## config.mk

```make
export PLATFORM = sky130hd
export DESIGN_NAME = ctl_latch_port
export DESIGN_NICKNAME = d
export VERILOG_FILES = /design/src/rtl/ctl_latch_pkg.sv /design/src/rtl/ctl_port_decode.sv /design/src/rtl/ctl_latch_cell.sv /design/src/rtl/ctl_readback.sv /design/src/rtl/ctl_latch_port.sv
export SDC_FILE = /design/constraint.sdc
export NUM_CORES = 1
export LEC_CHECK = 0
export ABC_AREA = 1
export BUFFER_PORTS_ARGS = -buffer_cell sky130_fd_sc_hd__buf_2
export CAP_MARGIN = 40
export CORE_MARGIN = 2
export CORE_UTILIZATION = 36
export DETAILED_ROUTE_END_ITERATION = 16
export GPL_ROUTABILITY_DRIVEN = 1
export PLACE_DENSITY = 0.76
export SLEW_MARGIN = 20
export SYNTH_ARGS = -nofsm -noshare
export SYNTH_HDL_FRONTEND = slang
export SYNTH_SLANG_ARGS = --single-unit
```

## constraint.sdc

```tcl
create_clock -name clk -period 1.15 [get_ports clk]
set_input_delay 0.23 -clock clk [delete_from_list [all_inputs] [get_ports clk]]
set_output_delay 0.23 -clock clk [all_outputs]
set_load 0.03 [all_outputs]
```

## src/rtl/ctl_latch_pkg.sv

```systemverilog
// Package: shared sizes and the map of which latch bits exist.
// Assumes an 8-bit data path and a 3-bit select code.
package ctl_latch_pkg;
    localparam int DATA_W = 8;
    localparam int ADDR_W = 16;
    localparam int SEL_W  = 3;
    localparam int NBITS  = 1 << SEL_W;
    // Bits that a select code can reach; the rest stay zero.
    localparam logic [NBITS-1:0] LATCH_IMPL = 8'b0011_0111;
    // Position of the active-low data bit in a written byte.
    localparam int DBIT_POS = 3;

    typedef enum logic [SEL_W-1:0] {
        SEL_AUX_PROM = 3'd0,
        SEL_BUS_OVR  = 3'd1,
        SEL_STARTUP  = 3'd2,
        SEL_SPARE3   = 3'd3,
        SEL_BOOT     = 3'd4,
        SEL_IRQ      = 3'd5,
        SEL_SPARE6   = 3'd6,
        SEL_SPARE7   = 3'd7
    } sel_code_e;
endpackage

```

## src/rtl/ctl_port_decode.sv

```systemverilog
// Module: decodes address and strobes into write/read hits and splits
// the written byte into select code and set/clear command.
// Assumes strobes are single-cycle-sampled levels, synchronous to clk.
module ctl_port_decode
    import ctl_latch_pkg::*;
#(
    parameter logic [ADDR_W-1:0] BASE_ADDR = 16'h00FF
) (
    input  logic [ADDR_W-1:0] io_addr,
    input  logic              io_wr,
    input  logic              io_rd,
    input  logic [DATA_W-1:0] io_wdata,
    output logic              wr_hit,
    output logic              rd_hit,
    output sel_code_e         sel,
    output logic              set_val
);
    logic addr_match;

    // Purpose: compare the port address and qualify the strobes.
    always_comb begin
        addr_match = (io_addr == BASE_ADDR);
        wr_hit     = addr_match && io_wr;
        rd_hit     = addr_match && io_rd;
    end

    // Purpose: extract the select code and invert the data bit.
    always_comb begin
        sel     = sel_code_e'(io_wdata[SEL_W-1:0]);
        set_val = ~io_wdata[DBIT_POS];
    end
endmodule

```

## src/rtl/ctl_latch_cell.sv

```systemverilog
// Module: one addressable latch bit; loads set_val when a write hits
// and the select code names this bit. Assumes synchronous active-low reset.
module ctl_latch_cell
    import ctl_latch_pkg::*;
#(
    parameter int BIT_IDX = 0
) (
    input  logic      clk,
    input  logic      rst_n,
    input  logic      wr_hit,
    input  sel_code_e sel,
    input  logic      set_val,
    output logic      q
);
    logic hit_me;

    // Purpose: detect a write aimed at this bit.
    always_comb hit_me = wr_hit && (sel == sel_code_e'(BIT_IDX));

    // Purpose: hold the bit; reset wins over a write.
    always_ff @(posedge clk) begin
        if (!rst_n)
            q <= 1'b0;
        else if (hit_me)
            q <= set_val;
    end

    // a targeted write with data bit low sets the bit.
    a_r2_set_bit: assert property (@(posedge clk) disable iff (!rst_n)
        (wr_hit && sel == sel_code_e'(BIT_IDX) && set_val) |=> q);
    // a targeted write with data bit high clears the bit.
    a_r3_clear_bit: assert property (@(posedge clk) disable iff (!rst_n)
        (wr_hit && sel == sel_code_e'(BIT_IDX) && !set_val) |=> !q);
    // writes aimed elsewhere leave this bit alone.
    a_r4_hold_bit: assert property (@(posedge clk) disable iff (!rst_n)
        (rst_n && !(wr_hit && sel == sel_code_e'(BIT_IDX))) |=> $stable(q));
endmodule

```

## src/rtl/ctl_readback.sv

```systemverilog
// Module: gates the control word onto the read bus during a read hit.
// Assumes a combinational read path; drives 0 when not selected.
module ctl_readback
    import ctl_latch_pkg::*;
(
    input  logic              rd_hit,
    input  logic [DATA_W-1:0] word,
    output logic [DATA_W-1:0] rdata
);
    // Purpose: drive the word only while the port is read.
    always_comb rdata = rd_hit ? word : '0;
endmodule

```

## src/rtl/ctl_latch_port.sv

```systemverilog
// Module: top of the bit-addressable control latch port. Builds one
// latch cell per implemented bit, ties the rest to zero, and fans the
// word out to readback and the dedicated control pins.
// Assumes one clock domain and a synchronous active-low reset.
module ctl_latch_port
    import ctl_latch_pkg::*;
#(
    parameter logic [ADDR_W-1:0] BASE_ADDR = 16'h00FF
) (
    input  logic              clk,
    input  logic              rst_n,
    input  logic [ADDR_W-1:0] io_addr,
    input  logic              io_wr,
    input  logic              io_rd,
    input  logic [DATA_W-1:0] io_wdata,
    output logic [DATA_W-1:0] io_rdata,
    output logic              aux_prom_en,
    output logic              bus_override,
    output logic              startup_rom_sel,
    output logic              boot_rom_sel,
    output logic              irq_en
);
    logic            wr_hit;
    logic            rd_hit;
    sel_code_e       sel;
    logic            set_val;
    logic [NBITS-1:0] word;

    ctl_port_decode #(.BASE_ADDR(BASE_ADDR)) u_dec (
        .io_addr (io_addr),
        .io_wr   (io_wr),
        .io_rd   (io_rd),
        .io_wdata(io_wdata),
        .wr_hit  (wr_hit),
        .rd_hit  (rd_hit),
        .sel     (sel),
        .set_val (set_val)
    );

    // Purpose: one cell per reachable bit, constant zero elsewhere.
    for (genvar i = 0; i < NBITS; i++) begin : g_bit
        if (LATCH_IMPL[i]) begin : g_cell
            ctl_latch_cell #(.BIT_IDX(i)) u_cell (
                .clk    (clk),
                .rst_n  (rst_n),
                .wr_hit (wr_hit),
                .sel    (sel),
                .set_val(set_val),
                .q      (word[i])
            );
        end else begin : g_tie
            assign word[i] = 1'b0;
        end
    end

    ctl_readback u_rb (
        .rd_hit(rd_hit),
        .word  (word),
        .rdata (io_rdata)
    );

    // Purpose: drive the dedicated control pins from the word.
    always_comb begin
        aux_prom_en     = word[SEL_AUX_PROM];
        bus_override    = word[SEL_BUS_OVR];
        startup_rom_sel = word[SEL_STARTUP];
        boot_rom_sel    = word[SEL_BOOT];
        irq_en          = word[SEL_IRQ];
    end

    // a read hit shows the pins and bits as one consistent byte.
    a_r7_readback: assert property (@(posedge clk) disable iff (!rst_n)
        (io_rd && io_addr == BASE_ADDR) |->
        (io_rdata == {2'b00, irq_en, boot_rom_sel, 1'b0,
                      startup_rom_sel, bus_override, aux_prom_en}));
    // the read bus is quiet when the port is not read.
    a_r7_idle_zero: assert property (@(posedge clk) disable iff (!rst_n)
        !(io_rd && io_addr == BASE_ADDR) |-> (io_rdata == '0));
    // a write using a dead code leaves the pins unchanged.
    a_r5_dead_code: assert property (@(posedge clk) disable iff (!rst_n)
        (rst_n && io_wr && (io_wdata[2:0] == 3'd3 || io_wdata[2:0] >= 3'd6))
        |=> $stable({irq_en, boot_rom_sel, startup_rom_sel, bus_override, aux_prom_en}));
endmodule

```

# After elaboration in Yosys (flattened, before gate mapping)
# Index checks and enable logic that the tools add are counted.
# totals
ff_bits	5
inputBits	28
out_inout_bits	13
elab_cells	20
# classes
n_eq_ne	5
n_mux	1
bitwise	1
n_reduce_logical	8
# ops
operator	count
16-bit by 8-bit equality test with 1-bit output (second input constant)	1
1-bit logical AND	7
3-bit equality test (second input constant)	2
6-bit two-way mux	1
3-bit by 1-bit equality test with 1-bit output (second input constant)	1
3-bit by 2-bit equality test with 1-bit output (second input constant)	1
3-bit zero test	1
1-bit inverter	1

# Longest topological paths before layout
# Gate-level depths: netlist of the first run.
# depth
depth_word	3
depth_mapped	8
mapped_depth_nobuf	8

# Hierarchy
# A second synthesis of the first run with hierarchy kept.
# unflattened
hier_cells	91
hier_area_um2	465.4
# by_module_without_submodules
mod	instances	cells_per_inst	area_each_um2	seq_area_each_um2
ctl_latch_cell at g_bit[1].g_cell.u_cell ...	3	9	55.1	20.0
ctl_port_decode	1	27	115.1	0.0
ctl_readback	1	17	65.1	0.0
ctl_latch_cell at g_bit[5].g_cell.u_cell	1	10	58.8	20.0
ctl_latch_cell at g_bit[0].g_cell.u_cell	1	9	57.6	20.0
ctl_latch_port	1	1	3.8	0.0

# Worst setup path after synthesis of the first run
# No wires, ideal clock.
# synth_timing
path_kind	input to output
start	in io_addr[5]
end	out io_rdata[0]
arrival_ns	1.153
t_required_ns	0.920
slack_ns	-0.233
cell_stages	6
n_path_buf	0
path_cell_list	nand2_1 nor2_2 nand2_1 nor2_4 nand2_1 nor2_1
# synth_via
elab_chain_len	3
# synth_lines
element	line	source
start, declared	ctl_latch_port.sv:12	input logic [ADDR_W-1:0] io_addr,
16-bit by 8-bit equality test with 1-bit output	ctl_port_decode.sv:22	addr_match = (io_addr == BASE_ADDR);
1-bit logical AND	ctl_port_decode.sv:24	rd_hit = addr_match && io_rd;
6-bit two-way mux	ctl_readback.sv:11	always_comb rdata = rd_hit ? word : '0;
end, declared	ctl_latch_port.sv:16	output logic [DATA_W-1:0] io_rdata,
# No other way between the ends.

# Final worst setup path of the first run
# layout_timing
start	in io_addr[15]
end	out io_rdata[4]
# The elaborated chain is that of the path after synthesis.

==> results of run 1 <==
-- cell usage after synthesis --
| cell | instances | area share (%) |
|---|---|---|
| nand3_1 | 1 | 1.0 |
| nor2_1 | 28 | 22 |
| dfxtp_1 | 5 | 21 |
| nor3b_1 | 1 | 1.6 |
| conb_1 | 1 | 0.78 |
| nand4_1 | 5 | 6.5 |
| nor2_2 | 2 | 2.6 |
| nand3_2 | 1 | 2.1 |
| nand2_1 | 19 | 15 |
| nor2_4 | 1 | 2.3 |
| buf_4 | 3 | 4.7 |
| nor3_1 | 3 | 3.1 |
| inv_1 | 23 | 18 |
-- final timing paths --
check                                              start                        to  slack (ns)
worst max-delay path                         io_addr[15]               io_rdata[4]       -0.20
worst min-delay path                               rst_n  g_bit[4].g_cell.u_cell.q        0.26
worst max register to register  g_bit[5].g_cell.u_cell.q  g_bit[5].g_cell.u_cell.q        0.55
worst min register to register  g_bit[1].g_cell.u_cell.q  g_bit[1].g_cell.u_cell.q        0.50
-- cell type report --
class	count	area, um2	share of cell area (%)
flip-flops and latches	5	100	11.9
well taps	15	18.8	2.23
clock buffers	4	26.3	3.13
multi-input cells	64	338	40.2
repair buffers	35	262	31.1
inverters	23	96.3	11.5
-- logic make-up after synthesis --
logic type / count (synthesis) / synth area share (%)
other cells: 1 / 0.778
simple gates: 61 / 55.8
buf+inv: 26 / 22.6
flops: 5 / 20.8
-- worst reg2reg max path, cell delays in order (launching register included) --
cell     delay (ns)
dfxtp_1        0.32
nor2_1         0.12
nor2_1         0.05
-- per-layer routing --
layer,track usage [%],routed length [um]
met3,5.00,76
met5,0,0
met4,0,0
met1,19.4,532
met2,33.7,754
-- stage by stage --
step | setup slack, ns | instances
6_report | -0.200 | 146
5_1_grt | -0.264 | 146
4_1_cts | -0.192 | 146
3_5_place_dp | -0.282 | 141
3_3_place_gp | -0.257 | 141
2_1_floorplan | -0.0557 | 95
-- power groups by stage --
stage               registers, mW  clock network [mW]  logic, mW
floorplan                   0.177                   0     0.0582
global placement            0.177                   0      0.106
detailed placement          0.177                   0      0.110
CTS                         0.174               0.202      0.115
global route                0.174               0.216      0.149
finish                      0.174               0.197      0.134
-- what timing repair did --
item	4_1_cts	5_1_grt
endpoints found under the setup margin	5	6
resized for setup	14	15
buffers inserted	1	0
pin swaps	5	13
==> flow_summary.ini, run 1 <==
[finish]
layout_commonest_cell = nor2_1
top_register = g_bit.g_cell.u_cell.q
antenna_cells = 0
largest_reg_flops = 5
num-fill-cells = 116
syn2layout_area_growth_pct = 74.5
nNetsFinal = 160
mostFrequentLayoutCells = nor2_1 (22), buf_2 (20), inv_1 (15)
design_area_um2 = 841
utilization_pct = 66.3
drive_above_1_share_pct = 46.6
reg_top3 = g_bit.g_cell.u_cell.q (5)

[timing]
skew_ns = 0
fmax_mhz = 741
worst_slack_ns = -0.200
fin_setup_tns_ns = -0.925
setup_viol = 5
holdWs_ns = 0.263
period_minus_slack_ns = 1.35
finalHoldViolCount = 0
fin_crit_sh_pct = 117
maxSlewViolCount = 0
rsz0062_at_grt = yes

[place]
dpl.hpwl_um = 1020
gp_congestion = 0.817
portBuffers = 33
place_area_um2 = 716

[clocking]
clk_pin_slew_ns = 0.04
cts_made_buffers = 3
htree_levels = 1
numClockSinks = 5
clk_root_buffer_cell = clkbuf_4
cts_tree = built
cts_buffer_depth = 2
clk_latency_ns = 0.24
ctsHoldBuffers = 0

[drt]
wl_um = 1360
ant_nets = 0
drtIter0Drc = 8
vias_per_cell = 4.55
wl_per_cell_um = 9.34
first_pass_iters = 4
vias = 665
drc_errors = 0

[critical_path]
worst-path-stages = 9
start_kind = input port
endpoint_kind = primary output
max_stage_delay_ns = 0.14
crit_type = input port to primary output
ff2ff_path_depth = 2
cpLargestDelayFamily = simple AND/OR/NAND/NOR gates
cp_cell_sequence = buf_6 > inv_2 > nand2_2 > nor2_1 > nand2_1 > nor2_4 > nand2_4 > nor2_4 > buf_6
crit_required_ns = 0.92
path_buf_inv = 3
cp_slowest_cell = nor2_4
crit_fanout = 5
worst_ep_arrival_time_ns = 1.12

[global_route]
grt_remaining_overflow = 0
grt_pass1_vias = 514
grt_pass1_wl_um = 1930
grt_antenna_before_repair = 0
gr-usage-all-layers_pct = 17.4
grt_max_degree = 7

[pwr]
irDropWorstVdd_mv = 0.399
p_seq_share_pct = 34.5
pwr-share-clk_pct = 38.9
switching_share_pct = 26.9
power-per-cell-area_mw_per_mm2 = 601
p_switching_mw = 0.136
p_int_mw = 0.369
power_leakage_nw = 0.409
combPwrFrac_pct = 26.6
finalPower_mw = 0.505

[logic_synthesis]
synth.avg_cell_area_um2 = 5.18
syn-cell-area_um2 = 482
synth_cell_types = 13
yosysWarnings = 0
synth.ff_latch_count = 5
yosysSeqAreaShare_pct = 20.8
synthCells = 93

[die]
fp.dieH_um = 40.6
num_rows = 13
initial_utilization_pct = 38.0
pin_count = 41
core_mm2 = 0.00127
die-area_mm2 = 0.00165
die_w_um = 40.6

[job]
cap_violations = 0

[hold_path]
whs_path_depth = 3
hold_class = input port to flip-flop

[run_status]
violations = setup timing
status = finished with violations
Note: power is estimated with default switching activity, not from simulation.
==> inputs of run 2 (changes only) <==
CTS_CLUSTER_DIAMETER = 100   (was unset)
GPL_TIMING_DRIVEN = 0   (was unset)
==> flow_summary.ini, run 2 (synthesized netlist as in run 1, its figures left out) <==
[run_status]
status = finished with violations
violations = setup timing

[die]
die-area_mm2 = 0.00165
pin_count = 41
num_rows = 13
die_w_um = 40.6
fp.dieH_um = 40.6
initial_utilization_pct = 38.0
core_mm2 = 0.00127

[pwr]
irDropWorstVdd_mv = 0.557
p_int_mw = 0.374
switching_share_pct = 26.8
p_seq_share_pct = 34.1
p_switching_mw = 0.137
power-per-cell-area_mw_per_mm2 = 598
combPwrFrac_pct = 27.2
power_leakage_nw = 0.419
pwr-share-clk_pct = 38.7
finalPower_mw = 0.511

[drt]
drc_errors = 0
wl_um = 1220
drtIter0Drc = 6
ant_nets = 0
first_pass_iters = 2
wl_per_cell_um = 8.22
vias = 624
vias_per_cell = 4.22

[finish]
final_cells = 148
num-fill-cells = 123
mostFrequentLayoutCells = nor2_1 (21), buf_2 (21), inv_1 (15)
antenna_cells = 0
nNetsFinal = 162
largest_reg_flops = 5
top_register = g_bit.g_cell.u_cell.q
reg_top3 = g_bit.g_cell.u_cell.q (5)
multi_input_area_um2 = 343
syn2layout_area_growth_pct = 77.4
drive_above_1_share_pct = 48.9
register_area_um2 = 100

[timing]
maxSlewViolCount = 0
setup_viol = 5
worst_slack_ns = -0.208
fmax_mhz = 737
holdWs_ns = 0.253
finalHoldViolCount = 0
fin_crit_sh_pct = 118
rsz0062_at_grt = yes
period_minus_slack_ns = 1.36
skew_ns = 0
fin_setup_tns_ns = -0.999

[critical_path]
timing.rr.start = g_bit[1].g_cell.u_cell.q
crit_required_ns = 0.92
worst_ep_arrival_time_ns = 1.13
crit_fanout = 5
start_kind = input port
r2r_slack_ns = 0.58
crit_type = input port to primary output
reg2reg_to = g_bit[1].g_cell.u_cell.q
ff2ff_path_depth = 2
endpoint_kind = primary output

[global_route]
grt_pass1_vias = 496
grt_use_met2_pct = 31.7
grt_antenna_before_repair = 0
met3_usage_pct = 5.00
grt_max_degree = 7
gr-usage-all-layers_pct = 17.3
grtUsageMet1_pct = 18.7
grt_remaining_overflow = 0
busiest_layer = met2
grt_pass1_wl_um = 1880

[clocking]
clk_latency_ns = 0.24
clk_pin_slew_ns = 0.04
cts_made_buffers = 3
numClockSinks = 5
cts_tree = built
clk_root_buffer_cell = clkbuf_4
cts_buffer_depth = 2
htree_levels = 1
ctsHoldBuffers = 0

[hold_path]
hp-start = rst_n
hold_end = g_bit[0].g_cell.u_cell.q
hold_class = input port to flip-flop
whs_path_depth = 3

[place]
dpl.hpwl_um = 956
gp_congestion = 0.839
portBuffers = 33
dpl.cell_count = 143
dpl_worst_slack_ns = -0.367

[job]
cap_violations = 0
==> run 2: cell count changes in the layout (fill, tap and decap cells not counted), sizes merged <==
cell / change
buf: +2
==> run 2: per-layer routing <==
| metal | part of all wire (%) | up-vias | wire, um |
|---|---|---|---|
| li1 | - | 347 | - |
| met2 | 54 | 21 | 656 |
| met1 | 39 | 254 | 479 |
| met3 | 5.8 | 2 | 70 |
| met5 | 0 | - | 0 |
| met4 | 0.82 | 0 | 10 |
==> run 2: power by group through the flow <==
stage,Clock [mW],Sequential [mW],Combinational (mW)
2_1_floorplan,0,0.177,0.0582
3_3_place_gp,0,0.177,0.114
3_5_place_dp,0,0.177,0.117
4_1_cts,0.208,0.174,0.125
5_1_grt,0.218,0.174,0.158
6_report,0.198,0.174,0.139
==> run 2: cell type report <==
class                   instances  area share [%]
plain buffers                   3            2.64
clock buffers                   4            3.07
inverters                      23            11.3
multi-input cells              64            40.1
flip-flops and latches          5            11.7
well taps                      15            2.20
repair buffers                 34            29.0
==> run 2: how the worst max path moves through the flow <==
stage	from	to	slack [ns]	cells after the start
2_1_floorplan	io_addr[13]	io_rdata[0]	-0.06	7
3_3_place_gp	io_addr[13]	io_rdata[0]	-0.35	9
3_5_place_dp	io_addr[13]	io_rdata[0]	-0.37	9
4_1_cts	io_addr[8]	io_rdata[4]	-0.18	9
5_1_grt	io_addr[15]	io_rdata[1]	-0.28	9
6_report	io_addr[15]	io_rdata[1]	-0.21	9
==> run 2: what timing repair did <==
| action | 4_1_cts | 5_1_grt |
|---|---|---|
| pin swaps | 3 | 11 |
| setup buffers | 1 | 0 |
| gates resized for setup | 17 | 12 |
| setup endpoints to repair | 5 | 5 |
==> run 2: per-stage QoR <==
stage                     area, um2  utilization [%]
after CTS                       817             64.4
after global routing            855             67.4
after global placement          731             57.6
after floorplan                 547                -
after detailed placement        731             57.6
final                           855             67.4
==> run 2: critical path, stage by stage <==
cell and delay, ns:
buf_6 0.09, inv_2 0.05, nand2_2 0.04, nor2_2 0.11, nand2_2 0.07, nor2_4 0.14, nand2_4 0.12, nor2_4 0.13
buf_6 0.13
==> inputs of run 3 (changes only) <==
BUFFER_PORTS_ARGS = -buffer_cell sky130_fd_sc_hd__clkbuf_2   (was -buffer_cell sky130_fd_sc_hd__buf_2)
==> flow_summary.ini, run 3 (synthesized netlist as in run 1, its figures left out) <==
[finish]
layout_commonest_cell = nor2_1
utilization_pct = 72.8
largest_reg_flops = 5
top_register = g_bit.g_cell.u_cell.q
final_cells = 151
nNetsFinal = 165
drive_above_1_share_pct = 48.5
antenna_cells = 0
reg_top3 = g_bit.g_cell.u_cell.q (5)
mostFrequentLayoutCells = nor2_1 (21), clkbuf_2 (20), inv_1 (16)
syn2layout_area_growth_pct = 91.7

[global_route]
grt_pass1_wl_um = 2040
grt_remaining_overflow = 0
gr-usage-all-layers_pct = 18.4
grt_max_degree = 7
grt_antenna_before_repair = 0
grt_pass1_vias = 568

[critical_path]
cp_cell_sequence = buf_6 > inv_1 > nand2_1 > nor2_2 > nand2_2 > nor2_4 > nand2_4 > nor2_4 > buf_8
max_stage_delay_ns = 0.14
endpoint_kind = primary output
cpLargestDelayFamily = simple AND/OR/NAND/NOR gates
ff2ff_path_depth = 2
crit_required_ns = 0.92
critPathMostFrequentCell = nor2_4
r2r_slack_ns = 0.58
worst_ep_arrival_time_ns = 1.14
start_kind = input port
timing.rr.start = g_bit[5].g_cell.u_cell.q
crit_type = input port to primary output
cp_slowest_cell = nor2_4
crit_fanout = 5
path_buf_inv = 3
reg2reg_to = g_bit[5].g_cell.u_cell.q

[hold_path]
hp-start = rst_n
hold_class = input port to flip-flop
whs_path_depth = 3
hold_end = g_bit[2].g_cell.u_cell.q

[run_status]
status = finished with violations
violations = setup timing

[clocking]
cts_made_buffers = 3
clk_root_buffer_cell = clkbuf_4
cts_tree = built
numClockSinks = 5
htree_levels = 1
clk_latency_ns = 0.24
cts_buffer_depth = 2
ctsHoldBuffers = 0
clk_pin_slew_ns = 0.04

[place]
dpl_worst_slack_ns = -0.387
dpl.cell_count = 143
gp_congestion = 0.839
dpl.hpwl_um = 994
portBuffers = 33

[timing]
skew_ns = 0
fin_crit_sh_pct = 119
period_minus_slack_ns = 1.37
fmax_mhz = 732
setup_viol = 5
rsz0062_at_grt = yes
finalHoldViolCount = 0
worst_slack_ns = -0.216
maxSlewViolCount = 0

[die]
core_mm2 = 0.00127
die_w_um = 40.6
fp.dieH_um = 40.6
initial_utilization_pct = 38.0
num_rows = 13
die-area_mm2 = 0.00165
pin_count = 41

[drt]
vias_per_cell = 4.38
drc_errors = 0
first_pass_iters = 2
vias = 662
wl_per_cell_um = 8.75
wl_um = 1320
ant_nets = 0
drtIter0Drc = 4

[pwr]
irDropWorstVdd_mv = 0.338
power_leakage_nw = 0.452
power-per-cell-area_mw_per_mm2 = 577

[job]
cap_violations = 0
==> run 3: cell count changes in the layout (fill, tap and decap cells not counted), moves of 2 or more <==
cell      change
clkbuf_2     +20
buf_4         +3
buf_6         -5
nand2_2       -2
buf_8         +5
buf_2        -21
==> run 3: per-layer routing <==
| layer | vias to the layer above | wire, um | GRT usage, % |
|---|---|---|---|
| met5 | - | 0 | 0 |
| met4 | 0 | 11 | 5.00 |
| met3 | 2 | 64 | 5.00 |
| met2 | 21 | 714 | 35.7 |
| met1 | 286 | 532 | 18.8 |
| li1 | 353 | - | - |
==> run 3: worst register-to-register path: cells and delay by family, from the launching register on <==
family	cells	cell delay, ns
flip-flops	1	0.32
AND/OR/NAND/NOR	2	0.15
==> run 3: cell type report <==
cell class                      count  area [um2]
Buffer                              3        22.5
Clock buffer                        4        26.3
Fill cell                         103         345
Inverter                           23         101
Multi-Input combinational cell     64         345
Sequential cell                     5         100
Tap cell                           15        18.8
Timing Repair Buffer               37         309
==> run 3: timing repair <==
item | 4_1_cts | 5_1_grt
gates cloned | 0 | 0
buffers inserted | 2 | 2
setup endpoints to repair | 5 | 5
pin swaps | 4 | 11
resized for setup | 13 | 28
==> run 3: report_power, final <==
group          leakage, nW  internal (mW)  switching, mW
registers           0.0402          0.174    0.000000285
logic                0.396         0.0800         0.0749
clock network       0.0150          0.131         0.0723
total                0.452          0.385          0.147
==> run 3: worst max path at each step <==
stage / start / end / slack, ns / depth (start not counted)
floorplan: io_addr[13] / io_rdata[0] / -0.06 / 7
global placement: io_addr[13] / io_rdata[0] / -0.36 / 9
detailed placement: io_addr[13] / io_rdata[0] / -0.39 / 9
CTS: io_addr[8] / io_rdata[4] / -0.20 / 9
global route: io_addr[10] / io_rdata[4] / -0.27 / 9
finish: io_addr[10] / io_rdata[4] / -0.22 / 9
==> run 3: per-stage QoR <==
step	instance area [um2]	hold slack, ns	total power, mW	setup TNS (ns)
floorplan	547	0.351	0.235	-0.185
global placement	731	0.492	0.290	-1.75
detailed placement	731	0.496	0.294	-1.98
CTS	836	0.247	0.510	-0.964
global route	923	0.267	0.570	-1.32
finish	923	0.251	0.532	-1.05
